File: config.mk
export PLATFORM = sky130hd
export DESIGN_NAME = int_alu
export DESIGN_NICKNAME = d
export VERILOG_FILES = /design/src/rtl/int_alu_pkg.sv /design/src/rtl/int_alu_addsub.sv /design/src/rtl/int_alu_logic.sv /design/src/rtl/int_alu_cmp.sv /design/src/rtl/int_alu.sv
export SDC_FILE = /design/constraint.sdc
export NUM_CORES = 1
export LEC_CHECK = 0
export ABC_AREA = 0
export CORE_ASPECT_RATIO = 2
export CORE_MARGIN = 5
export CORE_UTILIZATION = 40
export DETAILED_ROUTE_END_ITERATION = 8
export DONT_BUFFER_PORTS = 1
export SLEW_MARGIN = 20
export SYNTH_ARGS = -nofsm -noshare
export SYNTH_HDL_FRONTEND = slang
export SYNTH_SLANG_ARGS = --single-unit
File: constraint.sdc
create_clock -name vclk -period 7
set_input_delay 0.35 -clock vclk [all_inputs]
set_output_delay 0.35 -clock vclk [all_outputs]
set_load 0.05 [all_outputs]
File: src/rtl/int_alu_pkg.sv
package int_alu_pkg;

    typedef enum logic [3:0] {
        OP_ADD  = 4'h0,
        OP_ADDU = 4'h1,
        OP_SUB  = 4'h2,
        OP_SUBU = 4'h3,
        OP_AND  = 4'h4,
        OP_OR   = 4'h5,
        OP_XOR  = 4'h6,
        OP_NOR  = 4'h7,
        OP_SLT  = 4'hA,
        OP_SLTU = 4'hB
    } alu_op_e;

    typedef enum logic [1:0] {
        LG_AND = 2'd0,
        LG_OR  = 2'd1,
        LG_XOR = 2'd2,
        LG_NOR = 2'd3
    } logic_fn_e;

    // Flags produced by the shared adder.
    typedef struct packed {
        logic sign;      // top bit of the sum
        logic carry_out; // carry leaving the top bit
        logic ovf;       // carry into top bit xor carry out of it
    } add_flags_t;

    // Arithmetic codes that run the adder in subtract mode.
    function automatic logic op_subtracts(input logic [3:0] code);
        return (code == OP_SUB) || (code == OP_SUBU) ||
               (code == OP_SLT) || (code == OP_SLTU);
    endfunction

    // Codes whose signed overflow is reported.
    function automatic logic op_traps(input logic [3:0] code);
        return (code == OP_ADD) || (code == OP_SUB);
    endfunction

endpackage

File: src/rtl/int_alu_addsub.sv
module int_alu_addsub
    import int_alu_pkg::*;
#(
    parameter int WIDTH = 32
) (
    input  logic [WIDTH-1:0] a,
    input  logic [WIDTH-1:0] b,
    input  logic             sub,
    output logic [WIDTH-1:0] sum,
    output add_flags_t       flags
);
    localparam int TOP = WIDTH - 1;

    logic [WIDTH-1:0] b_eff;
    logic [TOP-1:0]   low_sum;
    logic             c_into_top;
    logic             top_bit;
    logic             c_out;

    assign b_eff = sub ? ~b : b;

    // Low part; the carry-in supplies the +1 of the two's-complement negate.
    assign {c_into_top, low_sum} = {1'b0, a[TOP-1:0]} + {1'b0, b_eff[TOP-1:0]}
                                 + {{TOP{1'b0}}, sub};

    // Top bit kept apart so both carries around it are visible.
    assign {c_out, top_bit} = {1'b0, a[TOP]} + {1'b0, b_eff[TOP]} + {1'b0, c_into_top};

    assign sum             = {top_bit, low_sum};
    assign flags.sign      = top_bit;
    assign flags.carry_out = c_out;
    assign flags.ovf       = c_into_top ^ c_out;

endmodule

File: src/rtl/int_alu_logic.sv
module int_alu_logic
    import int_alu_pkg::*;
#(
    parameter int WIDTH = 32
) (
    input  logic [WIDTH-1:0] a,
    input  logic [WIDTH-1:0] b,
    input  logic_fn_e        fn,
    output logic [WIDTH-1:0] y
);
    logic [WIDTH-1:0] either;

    assign either = a | b;

    always_comb begin
        unique case (fn)
            LG_AND:  y = a & b;
            LG_OR:   y = either;
            LG_XOR:  y = a ^ b;
            LG_NOR:  y = ~either;
            default: y = '0;
        endcase
    end

endmodule

File: src/rtl/int_alu_cmp.sv
module int_alu_cmp
    import int_alu_pkg::*;
(
    input  add_flags_t flags,
    output logic       lt_signed,
    output logic       lt_unsigned
);
    // Sign of a-b corrected by the overflow: the true signed order.
    assign lt_signed   = flags.sign ^ flags.ovf;
    // No carry out of a + ~b + 1 means a borrow occurred.
    assign lt_unsigned = ~flags.carry_out;

endmodule

File: src/rtl/int_alu.sv
module int_alu
    import int_alu_pkg::*;
#(
    parameter int WIDTH = 32
) (
    input  logic [WIDTH-1:0] a,
    input  logic [WIDTH-1:0] b,
    input  logic [3:0]       op,
    output logic [WIDTH-1:0] result,
    output logic             zero,
    output logic             overflow
);
    localparam int PAD = WIDTH - 1;

    logic [WIDTH-1:0] sum;
    logic [WIDTH-1:0] lg_y;
    add_flags_t       flags;
    logic             lt_s;
    logic             lt_u;

    int_alu_addsub #(.WIDTH(WIDTH)) u_addsub (
        .a     (a),
        .b     (b),
        .sub   (op_subtracts(op)),
        .sum   (sum),
        .flags (flags)
    );

    int_alu_logic #(.WIDTH(WIDTH)) u_logic (
        .a  (a),
        .b  (b),
        .fn (logic_fn_e'(op[1:0])),
        .y  (lg_y)
    );

    int_alu_cmp u_cmp (
        .flags       (flags),
        .lt_signed   (lt_s),
        .lt_unsigned (lt_u)
    );

    always_comb begin
        case (op)
            OP_ADD, OP_ADDU, OP_SUB, OP_SUBU: result = sum;
            OP_AND, OP_OR, OP_XOR, OP_NOR:    result = lg_y;
            OP_SLT:                           result = {{PAD{1'b0}}, lt_s};
            OP_SLTU:                          result = {{PAD{1'b0}}, lt_u};
            default:                          result = '0;
        endcase
    end

    assign overflow = op_traps(op) & flags.ovf;
    assign zero     = ~|result;

endmodule

=== Word level (Yosys, flattened, before mapping) ===
Index checks and enable logic that the tools add are counted.

* Flip-flop bits (word level): 0
* Latch bits: 0
* Bits in writable memories: 0
* ROM bits: 0
* Bits of input ports: 68
* Word-level logic and storage cells: 38
* Memories kept: 0

* Add/sub/neg operators: 4
* $mul: 0
* Divide/modulo/power cells: 0
* Order comparisons: 0
* Equality and inequality tests: 12
* Shift operators: 0
* Mux-type cells: 3
* Bitwise operators: 9
* Reduce and logical (&&, ||, !) cells: 10

{| class="wikitable"
|+ Operators by type and width
! operator !! number
|-
| case mux 32 bit (4 select lines) || 2
|-
| inverter 32 bit || 2
|-
| adder 31 x 31 -> 32 bit || 1
|-
| adder 32 x 1 -> 32 bit || 1
|-
| bitwise AND 32 bit || 1
|-
| 2-to-1 mux 32 bit || 1
|-
| bitwise OR 32 bit || 1
|-
| OR reduction 32 bit || 1
|-
| XOR 32 bit || 1
|-
| == test 4 x 3 -> 1 bit, second input constant || 4
|-
| == test 4 x 2 -> 1 bit, second input constant || 2
|-
| == test 4 bit, second input constant || 2
|-
| OR reduction 4 bit || 2
|-
| == test 2 bit, second input constant || 2
|-
| == test 4 x 1 -> 1 bit, second input constant || 1
|-
| zero test 4 bit || 1
|-
| logical OR 1 bit || 4
|-
| adder 1 x 1 -> 2 bit || 1
|-
| adder 2 x 1 -> 2 bit || 1
|-
| == test 2 x 1 -> 1 bit, second input constant || 1
|-
| zero test 2 bit || 1
|-
| XOR 1 bit || 2
|-
| bitwise AND 1 bit || 1
|-
| zero test 1 bit || 1
|-
| inverter 1 bit || 1
|}

=== Logic depth before layout (Yosys ltp) ===
* Depth after elaboration: 13
* Gate-level depth with buffers: 29

=== By module ===
Synthesis repeated with hierarchy kept, for this count alone.

* Cell total of the unflattened synthesis: 603
* Area, all modules: 4757.1 um^2

{| class="wikitable"
|+ By module, submodules not included
! module !! instances !! cells each !! area each (um^2) !! sequential area each (um^2)
|-
| int_alu_logic || 1 || 235 || 2105.8 || 0.0
|-
| int_alu_addsub || 1 || 260 || 1936.9 || 0.0
|-
| int_alu || 1 || 106 || 701.9 || 0.0
|-
| int_alu_cmp || 1 || 2 || 12.5 || 0.0
|}

=== Least setup slack after synthesis ===
OpenSTA, ideal clock, no wires.

* Kind: input to output
* Start: input op[1]
* End: output zero
* Data arrival time: 7.272 ns
* Path slack: -0.622 ns
* Cell stages on the path: 26
* Path buffers: 6
* Cell sequence: buf_6 buf_6 buf_4 buf_2 buf_4 nand2_1 buf_1 xnor2_1 ha_1 a211oi_2 o21bai_1 or4b_4 a21oi_4 o211ai_1 o211ai_1 o21a_1 inv_1 fa_1 a21oi_1 o32ai_1 or3_1 or4_1 nor4_1 or4b_1 or4_1 nor3_2

{| class="wikitable"
|+ RTL lines
! what !! line !! text
|-
| from (decl) || int_alu.sv:8 || <nowiki>input logic [3:0] op,</nowiki>
|-
| == test 4 x 2 -> 1 bit || int_alu_pkg.sv:32, int_alu.sv:43 ||
|-
| logical OR 1 bit (2 in series) || int_alu_pkg.sv:32 || <nowiki>return (code == OP_SUB) || (code == OP_SUBU) ||</nowiki>
|-
| logical OR 1 bit || int_alu_pkg.sv:33 || <nowiki>(code == OP_SLT) || (code == OP_SLTU);</nowiki>
|-
| 2-to-1 mux 32 bit || int_alu_addsub.sv:20 || <nowiki>assign b_eff = sub ? ~b : b;</nowiki>
|-
| adder 31 x 31 -> 32 bit || int_alu_addsub.sv:23 || <nowiki>assign {c_into_top, low_sum} = {1'b0, a[TOP-1:0]} + {1'b0, b_eff[TOP-1:0]}</nowiki>
|-
| adder 32 x 1 -> 32 bit || int_alu_addsub.sv:24 || <nowiki>+ {{TOP{1'b0}}, sub};</nowiki>
|-
| adder 2 x 1 -> 2 bit || int_alu_addsub.sv:27 || <nowiki>assign {c_out, top_bit} = {1'b0, a[TOP]} + {1'b0, b_eff[TOP]} + {1'b0, c_into_top};</nowiki>
|-
| case mux 32 bit (4 select lines) (*) || int_alu.sv:43 || <nowiki>case (op)</nowiki>
|-
| via result[31] || int_alu.sv:9 || <nowiki>output logic [WIDTH-1:0] result,</nowiki>
|-
| OR reduction 32 bit (*) || int_alu.sv:53 || <nowiki>assign zero = ~|result;</nowiki>
|-
| zero test 1 bit (*) || int_alu.sv:53 ||
|-
| to (decl) || int_alu.sv:10 || <nowiki>output logic zero,</nowiki>
|}

The timed path passes the listed nets; every way through them passes the cells marked *.

=== Final worst setup path ===
* Start: input op[2]
* End: output zero

* Longest elaborated chain between the ends: 13

{| class="wikitable"
|+ RTL lines
! what !! line !! text
|-
| == test 4 x 2 -> 1 bit || int_alu_pkg.sv:32, int_alu.sv:43 ||
|-
| logical OR 1 bit (2 in series) || int_alu_pkg.sv:32 ||
|-
| logical OR 1 bit || int_alu_pkg.sv:33 ||
|-
| 2-to-1 mux 32 bit || int_alu_addsub.sv:20 ||
|-
| adder 31 x 31 -> 32 bit || int_alu_addsub.sv:23 ||
|-
| adder 32 x 1 -> 32 bit || int_alu_addsub.sv:24 ||
|-
| adder 2 x 1 -> 2 bit || int_alu_addsub.sv:27 ||
|-
| XOR 1 bit || int_alu_addsub.sv:32 || <nowiki>assign flags.ovf = c_into_top ^ c_out;</nowiki>
|-
| XOR 1 bit || int_alu_cmp.sv:9 || <nowiki>assign lt_signed = flags.sign ^ flags.ovf;</nowiki>
|-
| case mux 32 bit (4 select lines) (*) || int_alu.sv:43 ||
|-
| OR reduction 32 bit (*) || int_alu.sv:53 ||
|-
| zero test 1 bit (*) || int_alu.sv:53 ||
|}

Mark *: on every way between the ends. The rest lies on a longest branch, timed or not.

==> flow_metrics.tcl <==
set metrics [dict create \
    ys_seq_area_frac 0 \
    ant_nets 0 \
    worst_slew_pin_slew_ns 1.14 \
    grt_remaining_overflow 0 \
    synth_nets 794 \
    layoutNonFillerInstCount 758 \
    wl_met2_mm 8.43 \
    grt_pass1_wl_mm 23.3 \
    clock_buffers 0 \
    setup_viol 0 \
    critical_path.top_delay_family "simple AND/OR/NAND/NOR gates" \
    antenna_found_initial 0 \
    post_cts_buffers 0 \
    io_buffers 0 \
    finalWirelength_mm 14.7 \
    post-route-period-util 0.947 \
    die_area_sq_um 14000 \
    postSynthCellCount 628 \
    met1_length_mm 4.55 \
    critPathKind "in -> out" \
    layout-drive-gt1-share 0.0844 \
    required_ns 6.65 \
    dr.pass1.iters 5 \
    irDropWorstVdd_mv 0.0517 \
    area_growth_pct 4.56 \
    finalNetCount 784 \
    drv_cap 0 \
    run_status "complete, no violations" \
    clockPowerShare 0 \
    cp.arrival_ns 6.28 \
    mappedNetlistArea_sq_um 4640 \
    hold_violations 0 \
    drc 0 \
    grt_usage 0.205 \
    fin_crit_ns 6.63 \
    die_h_um 162 \
    setup_tns_ns 0 \
    grt_setup_unrepaired "false" \
    crit_chain "clkinv_1 -> nand2_4 -> buf_4 -> xnor2_1 -> ha_1 -> o21ai_1 -> o21bai_1 -> or4b_4 -> a21oi_4 -> o211ai_1 -> o211ai_1 -> o21a_1 -> inv_1 -> fa_1 -> a21oi_2 -> o32ai_4 -> or3_1 -> or4_1 -> nor4_1 -> or4b_1 -> or4_1 -> nor3_4 -> buf_12" \
    max_freq_mhz 151 \
    met3_length_um 882 \
    antenna_cells 0 \
    cell_internal_pwr_uw 197 \
    vias 4531 \
    start_kind "input port" \
    dr.max_layer_used "met4" \
    relSlewSlack 0.239 \
    grt_max_degree 77 \
    place.gp.congestion 0.929 \
    path_max_fanout 18 \
    dp_hpwl_mm 12.5 \
    power.leakage_uw 0.00228 \
    sw_frac_of_total 0.641 \
    die_x_um 86.1 \
    place_inst 758 \
    core_area_sq_um 11400 \
    pwr-share-seq 0 \
    layout_common_cells "ha_1, inv_1, xnor2_1, a21oi_1, nor2_1" \
    slowest_stage "or4_1" \
    power_frac_comb 1.000 \
    wire_per_inst_um 19.4 \
    start_util 0.408 \
    power_switching_uw 353 \
    finalPower_uw 550 \
    power.density_nw_per_um2 114 \
    drtIter0Drc 203 \
    maxSlewViolCount 0 \
    ff_latch_area_sq_um 0 \
    ys_warn_count 0 \
    n_sequential_cell 0 \
    holdCritPathClass "in -> out" \
    first_global_vias 4636 \
    pin_count 102 \
    via_per_inst 5.98 \
    path_buf_inv 4 \
    end_kind "output port" \
    row_count 55 \
    slowest_delay_ns 0.57 \
    avgSynthCellArea_sq_um 7.38 \
    ys_types 75 \
    fillCellCount 1191 \
    final_common_cell "ha_1" \
]
## cell usage after synthesis, drive strengths merged, types with 4 or more instances
| cell | number | area, sq um |
|---|---|---|
| nand3 | 9 | 45.0 |
| nand2 | 34 | 130 |
| a21o | 7 | 52.6 |
| a211o | 4 | 35.0 |
| o21ai | 30 | 150 |
| ha | 95 | 1190 |
| o21bai | 4 | 30.0 |
| or3 | 7 | 48.8 |
| and2 | 4 | 25.0 |
| nand4 | 7 | 43.8 |
| buf | 23 | 146 |
| mux2i | 17 | 170 |
| o211ai | 9 | 72.6 |
| mux2 | 6 | 67.6 |
| xor2 | 23 | 201 |
| clkbuf | 9 | 63.8 |
| nor2b | 13 | 81.3 |
| nor3 | 12 | 65.1 |
| o22ai | 12 | 75.1 |
| a211oi | 19 | 153 |
| nor2 | 37 | 139 |
| nor3b | 4 | 35.0 |
| a31oi | 4 | 25.0 |
| or4 | 6 | 46.3 |
| a21oi | 44 | 231 |
| and3 | 4 | 26.3 |
| inv | 77 | 289 |
| xnor2 | 60 | 526 |
## per-layer routing
| metal | track usage | vias up |
|---|---|---|
| li1 | - | 2196 |
| met1 | 0.182 | 2140 |
| met2 | 0.421 | 146 |
| met3 | 0.0371 | 49 |
| met4 | 0.0937 | 0 |
| met5 | 0 | - |
## cell type report
type / instances / area [sq um] / area share
well taps: 142 / 178 / 0.0367
multi-input cells: 518 / 4200 / 0.867
inverters: 78 / 293 / 0.0604
repair buffers: 20 / 175 / 0.0361
## power by group through the flow
stage	Combinational, uW	Sequential [uW]	Clock, uW
floorplan	450	0	0
global placement	536	0	0
detailed placement	546	0	0
CTS	549	0	0
global route	595	0	0
finish	550	0	0
## final timing paths
| kind | endpoint | cells past startpoint | from | slack [ns] |
|---|---|---|---|---|
| max | zero | 23 | op[2] | 0.37 |
| min | result[3] | 1 | op[3] | 0.82 |
## metrics by stage
step | instance area [sq um] | utilization | hold WS (ns) | setup WS [ns]
2_1_floorplan | 4680 | - | 0.989 | 0.00869
3_3_place_gp | 4830 | 0.425 | 0.812 | 0.443
3_5_place_dp | 4840 | 0.426 | 0.809 | 0.303
4_1_cts | 4840 | 0.426 | 0.809 | 0.286
5_1_grt | 4850 | 0.427 | 0.814 | 0.0714
6_report | 4850 | 0.427 | 0.817 | 0.369
## cell families (layout without fill, tap and decap cells)
kind of cell | count (synthesis) | after routing | synth area share
AOI/OAI and AO/OA | 166 | 166 | 0.245
and+or+nand+nor | 148 | 148 | 0.169
buffers and inverters | 110 | 98 | 0.109
adders and majority gates | 98 | 98 | 0.269
xor gates and xnor gates | 83 | 83 | 0.157
muxes | 23 | 23 | 0.0513
## repair_timing
item                       CTS  global route
setup endpoints to repair    0             1
hold buffers                 0             0
gates resized for setup      0             1
Power figures use the tool's default switching activity.
